==> config.mk <==
export PLATFORM = sky130hd
export DESIGN_NAME = lpd_dir
export DESIGN_NICKNAME = d
export VERILOG_FILES = /design/src/rtl/lpd_pkg.sv /design/src/rtl/lpd_ptr_store.sv /design/src/rtl/lpd_slot_find.sv /design/src/rtl/lpd_dir.sv
export SDC_FILE = /design/constraint.sdc
export NUM_CORES = 1
export LEC_CHECK = 0
export ABC_CLOCK_PERIOD_IN_PS = 5850
export BUFFER_PORTS_ARGS = -buffer_cell sky130_fd_sc_hd__clkbuf_2
export CAP_MARGIN = 20
export CORE_MARGIN = 2
export CORE_UTILIZATION = 30
export DETAILED_ROUTE_END_ITERATION = 8
export PLACE_DENSITY = 0.5
export SETUP_SLACK_MARGIN = 0.15
export SLEW_MARGIN = 10
export SYNTH_ARGS = -nofsm -noshare
export SYNTH_HDL_FRONTEND = slang
export SYNTH_SLANG_ARGS = --single-unit
==> constraint.sdc <==
create_clock -name clk -period 5.85 [get_ports clk]
set_input_delay 0.585 -clock clk [delete_from_list [all_inputs] [get_ports clk]]
set_output_delay 0.585 -clock clk [all_outputs]
set_load 0.02 [all_outputs]
==> src/rtl/lpd_pkg.sv <==
package lpd_pkg;
    typedef enum logic [1:0] {
        ST_IDLE  = 2'd0,
        ST_EVICT = 2'd1,
        ST_WALK  = 2'd2
    } lpd_state_e;

    typedef enum logic [1:0] {
        CMD_NONE = 2'd0,
        CMD_SET  = 2'd1,
        CMD_OWN  = 2'd2
    } lpd_cmd_e;
endpackage

==> src/rtl/lpd_ptr_store.sv <==
module lpd_ptr_store
    import lpd_pkg::*;
#(
    parameter int NUM_LINES = 16,
    parameter int NUM_PTRS  = 4,
    parameter int LW        = 4,
    parameter int PW        = 4,
    parameter int SW        = 2
) (
    input  logic            clk,
    input  logic            rst_n,
    input  logic [LW-1:0]   rd_line,
    output logic [NUM_PTRS-1:0] rd_vld,
    output logic [PW-1:0]   rd_ids [NUM_PTRS],
    output logic [SW-1:0]   rd_rr,
    input  lpd_cmd_e        cmd,
    input  logic [LW-1:0]   cmd_line,
    input  logic [SW-1:0]   cmd_slot,
    input  logic [PW-1:0]   cmd_proc,
    input  logic            cmd_adv
);
    localparam logic [SW-1:0] LAST_SLOT = SW'(NUM_PTRS - 1);

    logic [NUM_PTRS-1:0] vld_q [NUM_LINES];
    logic [PW-1:0]       id_q  [NUM_LINES][NUM_PTRS];
    logic [SW-1:0]       rr_q  [NUM_LINES];

    always_ff @(posedge clk) begin
        if (!rst_n) begin
            for (int l = 0; l < NUM_LINES; l++) begin
                vld_q[l] <= '0;
                rr_q[l]  <= '0;
                for (int s = 0; s < NUM_PTRS; s++) begin
                    id_q[l][s] <= '0;
                end
            end
        end else begin
            unique case (cmd)
                CMD_SET: begin
                    vld_q[cmd_line][cmd_slot] <= 1'b1;
                    id_q[cmd_line][cmd_slot]  <= cmd_proc;
                    if (cmd_adv) begin
                        rr_q[cmd_line] <= (rr_q[cmd_line] == LAST_SLOT) ? '0
                                          : rr_q[cmd_line] + SW'(1);
                    end
                end
                CMD_OWN: begin
                    vld_q[cmd_line]   <= NUM_PTRS'(1);
                    id_q[cmd_line][0] <= cmd_proc;
                end
                default: ;
            endcase
        end
    end

    always_comb begin
        rd_vld = vld_q[rd_line];
        rd_rr  = rr_q[rd_line];
        for (int s = 0; s < NUM_PTRS; s++) begin
            rd_ids[s] = id_q[rd_line][s];
        end
    end
endmodule

==> src/rtl/lpd_slot_find.sv <==
module lpd_slot_find #(
    parameter int NUM_PTRS = 4,
    parameter int PW       = 4,
    parameter int SW       = 2
) (
    input  logic [NUM_PTRS-1:0] vld,
    input  logic [PW-1:0]       ids [NUM_PTRS],
    input  logic [PW-1:0]       proc,
    output logic                hit,
    output logic                has_free,
    output logic [SW-1:0]       free_idx
);
    logic [NUM_PTRS-1:0] match;

    for (genvar s = 0; s < NUM_PTRS; s++) begin : g_match
        assign match[s] = vld[s] && (ids[s] == proc);
    end

    assign hit      = |match;
    assign has_free = ~&vld;

    always_comb begin
        free_idx = '0;
        for (int s = NUM_PTRS - 1; s >= 0; s--) begin
            if (!vld[s]) begin
                free_idx = SW'(s);
            end
        end
    end
endmodule

==> src/rtl/lpd_dir.sv <==
module lpd_dir
    import lpd_pkg::*;
#(
    parameter int NUM_LINES = 16,
    parameter int NUM_PTRS  = 4,
    parameter int NUM_PROCS = 16,
    localparam int LW = (NUM_LINES > 1) ? $clog2(NUM_LINES) : 1,
    localparam int PW = (NUM_PROCS > 1) ? $clog2(NUM_PROCS) : 1,
    localparam int SW = (NUM_PTRS  > 1) ? $clog2(NUM_PTRS)  : 1
) (
    input  logic          clk,
    input  logic          rst_n,
    input  logic          req_valid,
    input  logic          req_write,
    input  logic [PW-1:0] req_proc,
    input  logic [LW-1:0] req_line,
    output logic          req_ready,
    output logic          inv_valid,
    output logic [PW-1:0] inv_proc,
    output logic [LW-1:0] inv_line
);
    localparam logic [SW-1:0] LAST_SLOT = SW'(NUM_PTRS - 1);

    lpd_state_e    state_q, state_d;
    logic [LW-1:0] cap_line_q;
    logic [PW-1:0] cap_proc_q;
    logic [SW-1:0] walk_q, walk_d;
    logic          cap_en;

    logic [LW-1:0]       rd_line;
    logic [NUM_PTRS-1:0] rd_vld;
    logic [PW-1:0]       rd_ids [NUM_PTRS];
    logic [SW-1:0]       rd_rr;
    logic                hit, has_free;
    logic [SW-1:0]       free_idx;

    lpd_cmd_e      cmd;
    logic [LW-1:0] cmd_line;
    logic [SW-1:0] cmd_slot;
    logic [PW-1:0] cmd_proc;
    logic          cmd_adv;

    assign rd_line = (state_q == ST_IDLE) ? req_line : cap_line_q;

    lpd_ptr_store #(
        .NUM_LINES(NUM_LINES), .NUM_PTRS(NUM_PTRS), .LW(LW), .PW(PW), .SW(SW)
    ) u_store (
        .clk(clk), .rst_n(rst_n), .rd_line(rd_line), .rd_vld(rd_vld),
        .rd_ids(rd_ids), .rd_rr(rd_rr), .cmd(cmd), .cmd_line(cmd_line),
        .cmd_slot(cmd_slot), .cmd_proc(cmd_proc), .cmd_adv(cmd_adv)
    );

    lpd_slot_find #(.NUM_PTRS(NUM_PTRS), .PW(PW), .SW(SW)) u_find (
        .vld(rd_vld), .ids(rd_ids), .proc(req_proc),
        .hit(hit), .has_free(has_free), .free_idx(free_idx)
    );

    // State register and request capture
    always_ff @(posedge clk) begin
        if (!rst_n) begin
            state_q    <= ST_IDLE;
            walk_q     <= '0;
            cap_line_q <= '0;
            cap_proc_q <= '0;
        end else begin
            state_q <= state_d;
            walk_q  <= walk_d;
            if (cap_en) begin
                cap_line_q <= req_line;
                cap_proc_q <= req_proc;
            end
        end
    end

    // Next state and store commands
    always_comb begin
        state_d  = state_q;
        walk_d   = walk_q;
        cap_en   = 1'b0;
        cmd      = CMD_NONE;
        cmd_line = cap_line_q;
        cmd_slot = rd_rr;
        cmd_proc = cap_proc_q;
        cmd_adv  = 1'b0;
        unique case (state_q)
            ST_IDLE: begin
                if (req_valid) begin
                    cap_en = 1'b1;
                    if (req_write) begin
                        state_d = ST_WALK;
                        walk_d  = '0;
                    end else if (!hit) begin
                        if (has_free) begin
                            cmd      = CMD_SET;
                            cmd_line = req_line;
                            cmd_slot = free_idx;
                            cmd_proc = req_proc;
                        end else begin
                            state_d = ST_EVICT;
                        end
                    end
                end
            end
            ST_EVICT: begin
                cmd     = CMD_SET;
                cmd_adv = 1'b1;
                state_d = ST_IDLE;
            end
            ST_WALK: begin
                if (walk_q == LAST_SLOT) begin
                    cmd     = CMD_OWN;
                    state_d = ST_IDLE;
                end else begin
                    walk_d = walk_q + SW'(1);
                end
            end
            default: state_d = ST_IDLE;
        endcase
    end

    // Outputs
    always_comb begin
        req_ready = 1'b0;
        inv_valid = 1'b0;
        inv_proc  = '0;
        inv_line  = cap_line_q;
        unique case (state_q)
            ST_IDLE:  req_ready = 1'b1;
            ST_EVICT: begin
                inv_valid = 1'b1;
                inv_proc  = rd_ids[rd_rr];
            end
            ST_WALK: begin
                inv_valid = rd_vld[walk_q] && (rd_ids[walk_q] != cap_proc_q);
                inv_proc  = rd_ids[walk_q];
            end
            default: ;
        endcase
    end
endmodule

==> results.txt <==
outcome: complete, no violations
WHS Path Cells: 3
CTS root buf: clkbuf_16
switching part of the total power: 0.287
RSZ-0062 raised after global routing: no
Post-Layout Cell Count: 2406
hold slack: 432 ps
max-slew violation count: 0
Mapped Nets: 1607
io pins: 22
fmax: 0.182 GHz
maximum VDD drop: 0.174 mV
first-pass GRT wire length: 88100 um
crit end category: flip-flop
PD cells: 332 nW/um^2
Seq/Total Area, Yosys: 0.575
Main synth FF type: edfxtp_1
starting density of the core: 0.302
DR vias/cell: 5.53
Congestion Overflow GR: 0
Vias: 13300
Tcrit/Tclk final: 0.937
Psw: 2040 uW
H-tree depth: 2
dpl hpwl: 39300 um
Sequential Power Share: 0.419
CP Class: flip-flop to flip-flop
Yosys reg bits: 364
DRT Pass-1 Iters: 5
Final Hold Viols: 0
cell area after synthesis: 18500 um^2
R2R Setup Slk: 370 ps
DR WL/cell: 24.6 um
design area: 21400 um^2
CTS Buf Count: 41
Crit path max-delay family: simple AND/OR/NAND/NOR gates
asr flop ratio synth: 0
Mean Syn Cell Area: 11.6 um^2
clk buf depth: 3
CTS tree: done
MaxCap Viol Count: 0
crit-path max FO: 15
Slowest-stage cell, CP: a31oi_1
worst r2r dst: u_store.id_q[7][4]
number of core rows: 91
total power draw: 7100 uW
post-route ant nets: 0
Fin Clk Skew: 16.2 ps
pin count of the biggest net entering global routing: 84
Startpoint Class: flip-flop
share of cells above drive strength 1: 0.215
Req. time, crit path: 6100 ps
worst min path class: input pin to flip-flop
CTS sink count: 364
Iter 0 DRT Violations: 1477
clock share of power: 0.379
routability cong.: 0.901
Port Buffer Count: 21
cell internal pwr: 5070 uW
Die W: 252 um
die height: 252 um
critical path's largest stage delay: 660 ps
Worst Path Buf+Inv: 4
relative slew slack: 0.295
Register Area: 10700 um^2
Filler cells: 6054
CP dominant cell by count: buf_4
initial antenna violation count: 2
min Tclk post-route: 5480 ps
die area: 63700 um^2
Hold Path End: state_q[1]
multi-input logic area: 7060 um^2
Leakage: 0.00721 uW
YS warnings: 0
CP cell instances: inv_1, ha_2, buf_4, mux2_2, buf_4, buf_4, nand2_1, and3_1, a31oi_1, nand4_1, and2_1, nand2_4, mux2_2, or2_2, or2_2, nand2_1
vias in the first global route: 13100
Layout area overhead: 15.5%
DRC viols: 0
Setup-failing EPs final: 0
number of post-CTS setup repair buffers: 0
Clock Pin Slew Worst Setup and Hold Paths: 60 ps
R2R Path Start: state_q[0]
CP Data Arrival Time: 5730 ps
number of synthesized flops with an enable pin: 336
Cell variety after synth: 63
Skew-Pair Late Insertion Delay: 570 ps
Post-Syn Instances: 1590
Post-Route WL: 59200 um
Hold Path Origin: req_write
Nets: 1601
area of the core: 61400 um^2
dpl cells: 2331
Slew @ Worst Pin: 1060 ps
power share of the combinational group: 0.203
Total GRT Usage: 0.187
Placed Area: 19900 um^2
Reg2Reg Depth: 16
hold buffer count at CTS: 0
## flip-flops by register name, summed over array words and instances, names as in the netlist
register / cells
u_store.id_q: 256
u_store.vld_q: 64
u_store.rr_q: 32
cap_proc_q: 4
inv_line: 4
state_q: 2
walk_q: 2
## synthesized netlist by cell type, drive strengths merged, types with 2 or more instances
| cell type | number | share of area |
|---|---|---|
| and3 | 11 | 0.0037 |
| dfxtp | 28 | 0.030 |
| o21bai | 6 | 0.0024 |
| mux2i | 46 | 0.026 |
| and2 | 4 | 0.0014 |
| clkbuf | 133 | 0.028 |
| a21oi | 12 | 0.0032 |
| a2111oi | 4 | 0.0029 |
| nand2b | 13 | 0.0044 |
| nor3 | 166 | 0.045 |
| o22ai | 6 | 0.0020 |
| o211ai | 4 | 0.0016 |
| or2 | 24 | 0.0081 |
| mux4 | 77 | 0.094 |
| nor2b | 14 | 0.0047 |
| buf | 50 | 0.019 |
| o21ba | 5 | 0.0027 |
| nand3b | 5 | 0.0020 |
| ha | 5 | 0.0034 |
| o221ai | 4 | 0.0022 |
| o31ai | 4 | 0.0016 |
| inv | 26 | 0.0053 |
| a211oi | 2 | 0.00081 |
| edfxtp | 336 | 0.55 |
| nand2 | 149 | 0.030 |
| nand3 | 14 | 0.0038 |
| a22oi | 18 | 0.0078 |
| o21ai | 146 | 0.039 |
| a21boi | 9 | 0.0036 |
| xnor2 | 11 | 0.0052 |
| nand4 | 18 | 0.0064 |
| nor4 | 5 | 0.0017 |
| a31oi | 19 | 0.0064 |
| mux2 | 15 | 0.0095 |
| o21a | 2 | 0.00081 |
| nor2 | 178 | 0.036 |
| xor2 | 10 | 0.0051 |
## cells in the final DEF (no fill, tap or decap), drive strengths merged, types with 12 or more instances in the layout
cell,n
inv,26
a31oi,19
nor2b,14
mux2i,46
clkbuf,71
nor2,178
nand2b,13
nor3,166
or2,24
nand3,14
mux4,77
o21ai,146
edfxtp,336
nand4,18
a22oi,18
a21oi,12
clkinv,15
dfxtp,28
mux2,15
buf,114
nand2,149
## how the worst max path moves through the flow
stage,endpoint,start,cells after the start
after floorplan,u_store.id_q[0][12],state_q[0],19
after global placement,u_store.id_q[14][13],state_q[0],18
after detailed placement,u_store.id_q[14][13],state_q[0],18
after CTS,u_store.id_q[4][1],state_q[0],17
after global routing,u_store.id_q[12][12],state_q[0],19
final,u_store.id_q[7][4],state_q[0],16
## metal layers
metal	wire, um	GRT usage
met1	25200	0.253
met4	2190	0.0700
met5	0	0
met3	3970	0.0294
met2	27900	0.302
## worst register-to-register path: cells and delay by family, from the launching register on
kind	cells	cell delay [ps]
compound gates	1	660
fa+ha+maj	1	260
buf+inv	4	750
flops	1	380
mux	2	950
simple gates	8	2160
## layout make-up
type	count	area share
antenna	1	0.000117
clock buffer	51	0.0521
clock inverter	23	0.0126
inverter	26	0.00457
multi-input combinational	1017	0.330
sequential	364	0.498
tap	790	0.0462
timing repair buffer	134	0.0558
## kinds of logic (layout without fill, tap and decap cells)
logic type,after synthesis,in the layout,synth area share
other,0,1,0
XOR/XNOR,21,21,0.0103
buffers and inverters,209,234,0.0514
adder cells (fa/ha/maj),5,5,0.00338
AO/OA/AOI/OAI,249,249,0.0817
AND/OR/NAND/NOR,604,604,0.149
flip-flops,364,364,0.575
multiplexers,138,138,0.129
## timing repair
item | in CTS | in global routing
pin swaps | 0 | 1
setup endpoints to repair | 29 | 366
resized for setup | 5 | 33
gates cloned | 0 | 0
## through the flow
stage	util	TNS, ps	setup slack, ps
2_1_floorplan	-	0	849
3_3_place_gp	0.325	-36.7	-9.22
3_5_place_dp	0.325	-43.0	-10.8
4_1_cts	0.348	0	132
5_1_grt	0.348	0	156
6_report	0.348	0	368
## power by group through the flow
| stage | Clock [uW] | Sequential [uW] | Combinational, uW |
|---|---|---|---|
| after global routing | 2820 | 2980 | 1520 |
| after floorplan | 0 | 3010 | 869 |
| final | 2690 | 2970 | 1440 |
| after global placement | 0 | 3030 | 1410 |
| after detailed placement | 0 | 3030 | 1410 |
| after CTS | 2730 | 2970 | 1420 |
Note: power is estimated with default switching activity, not from simulation.
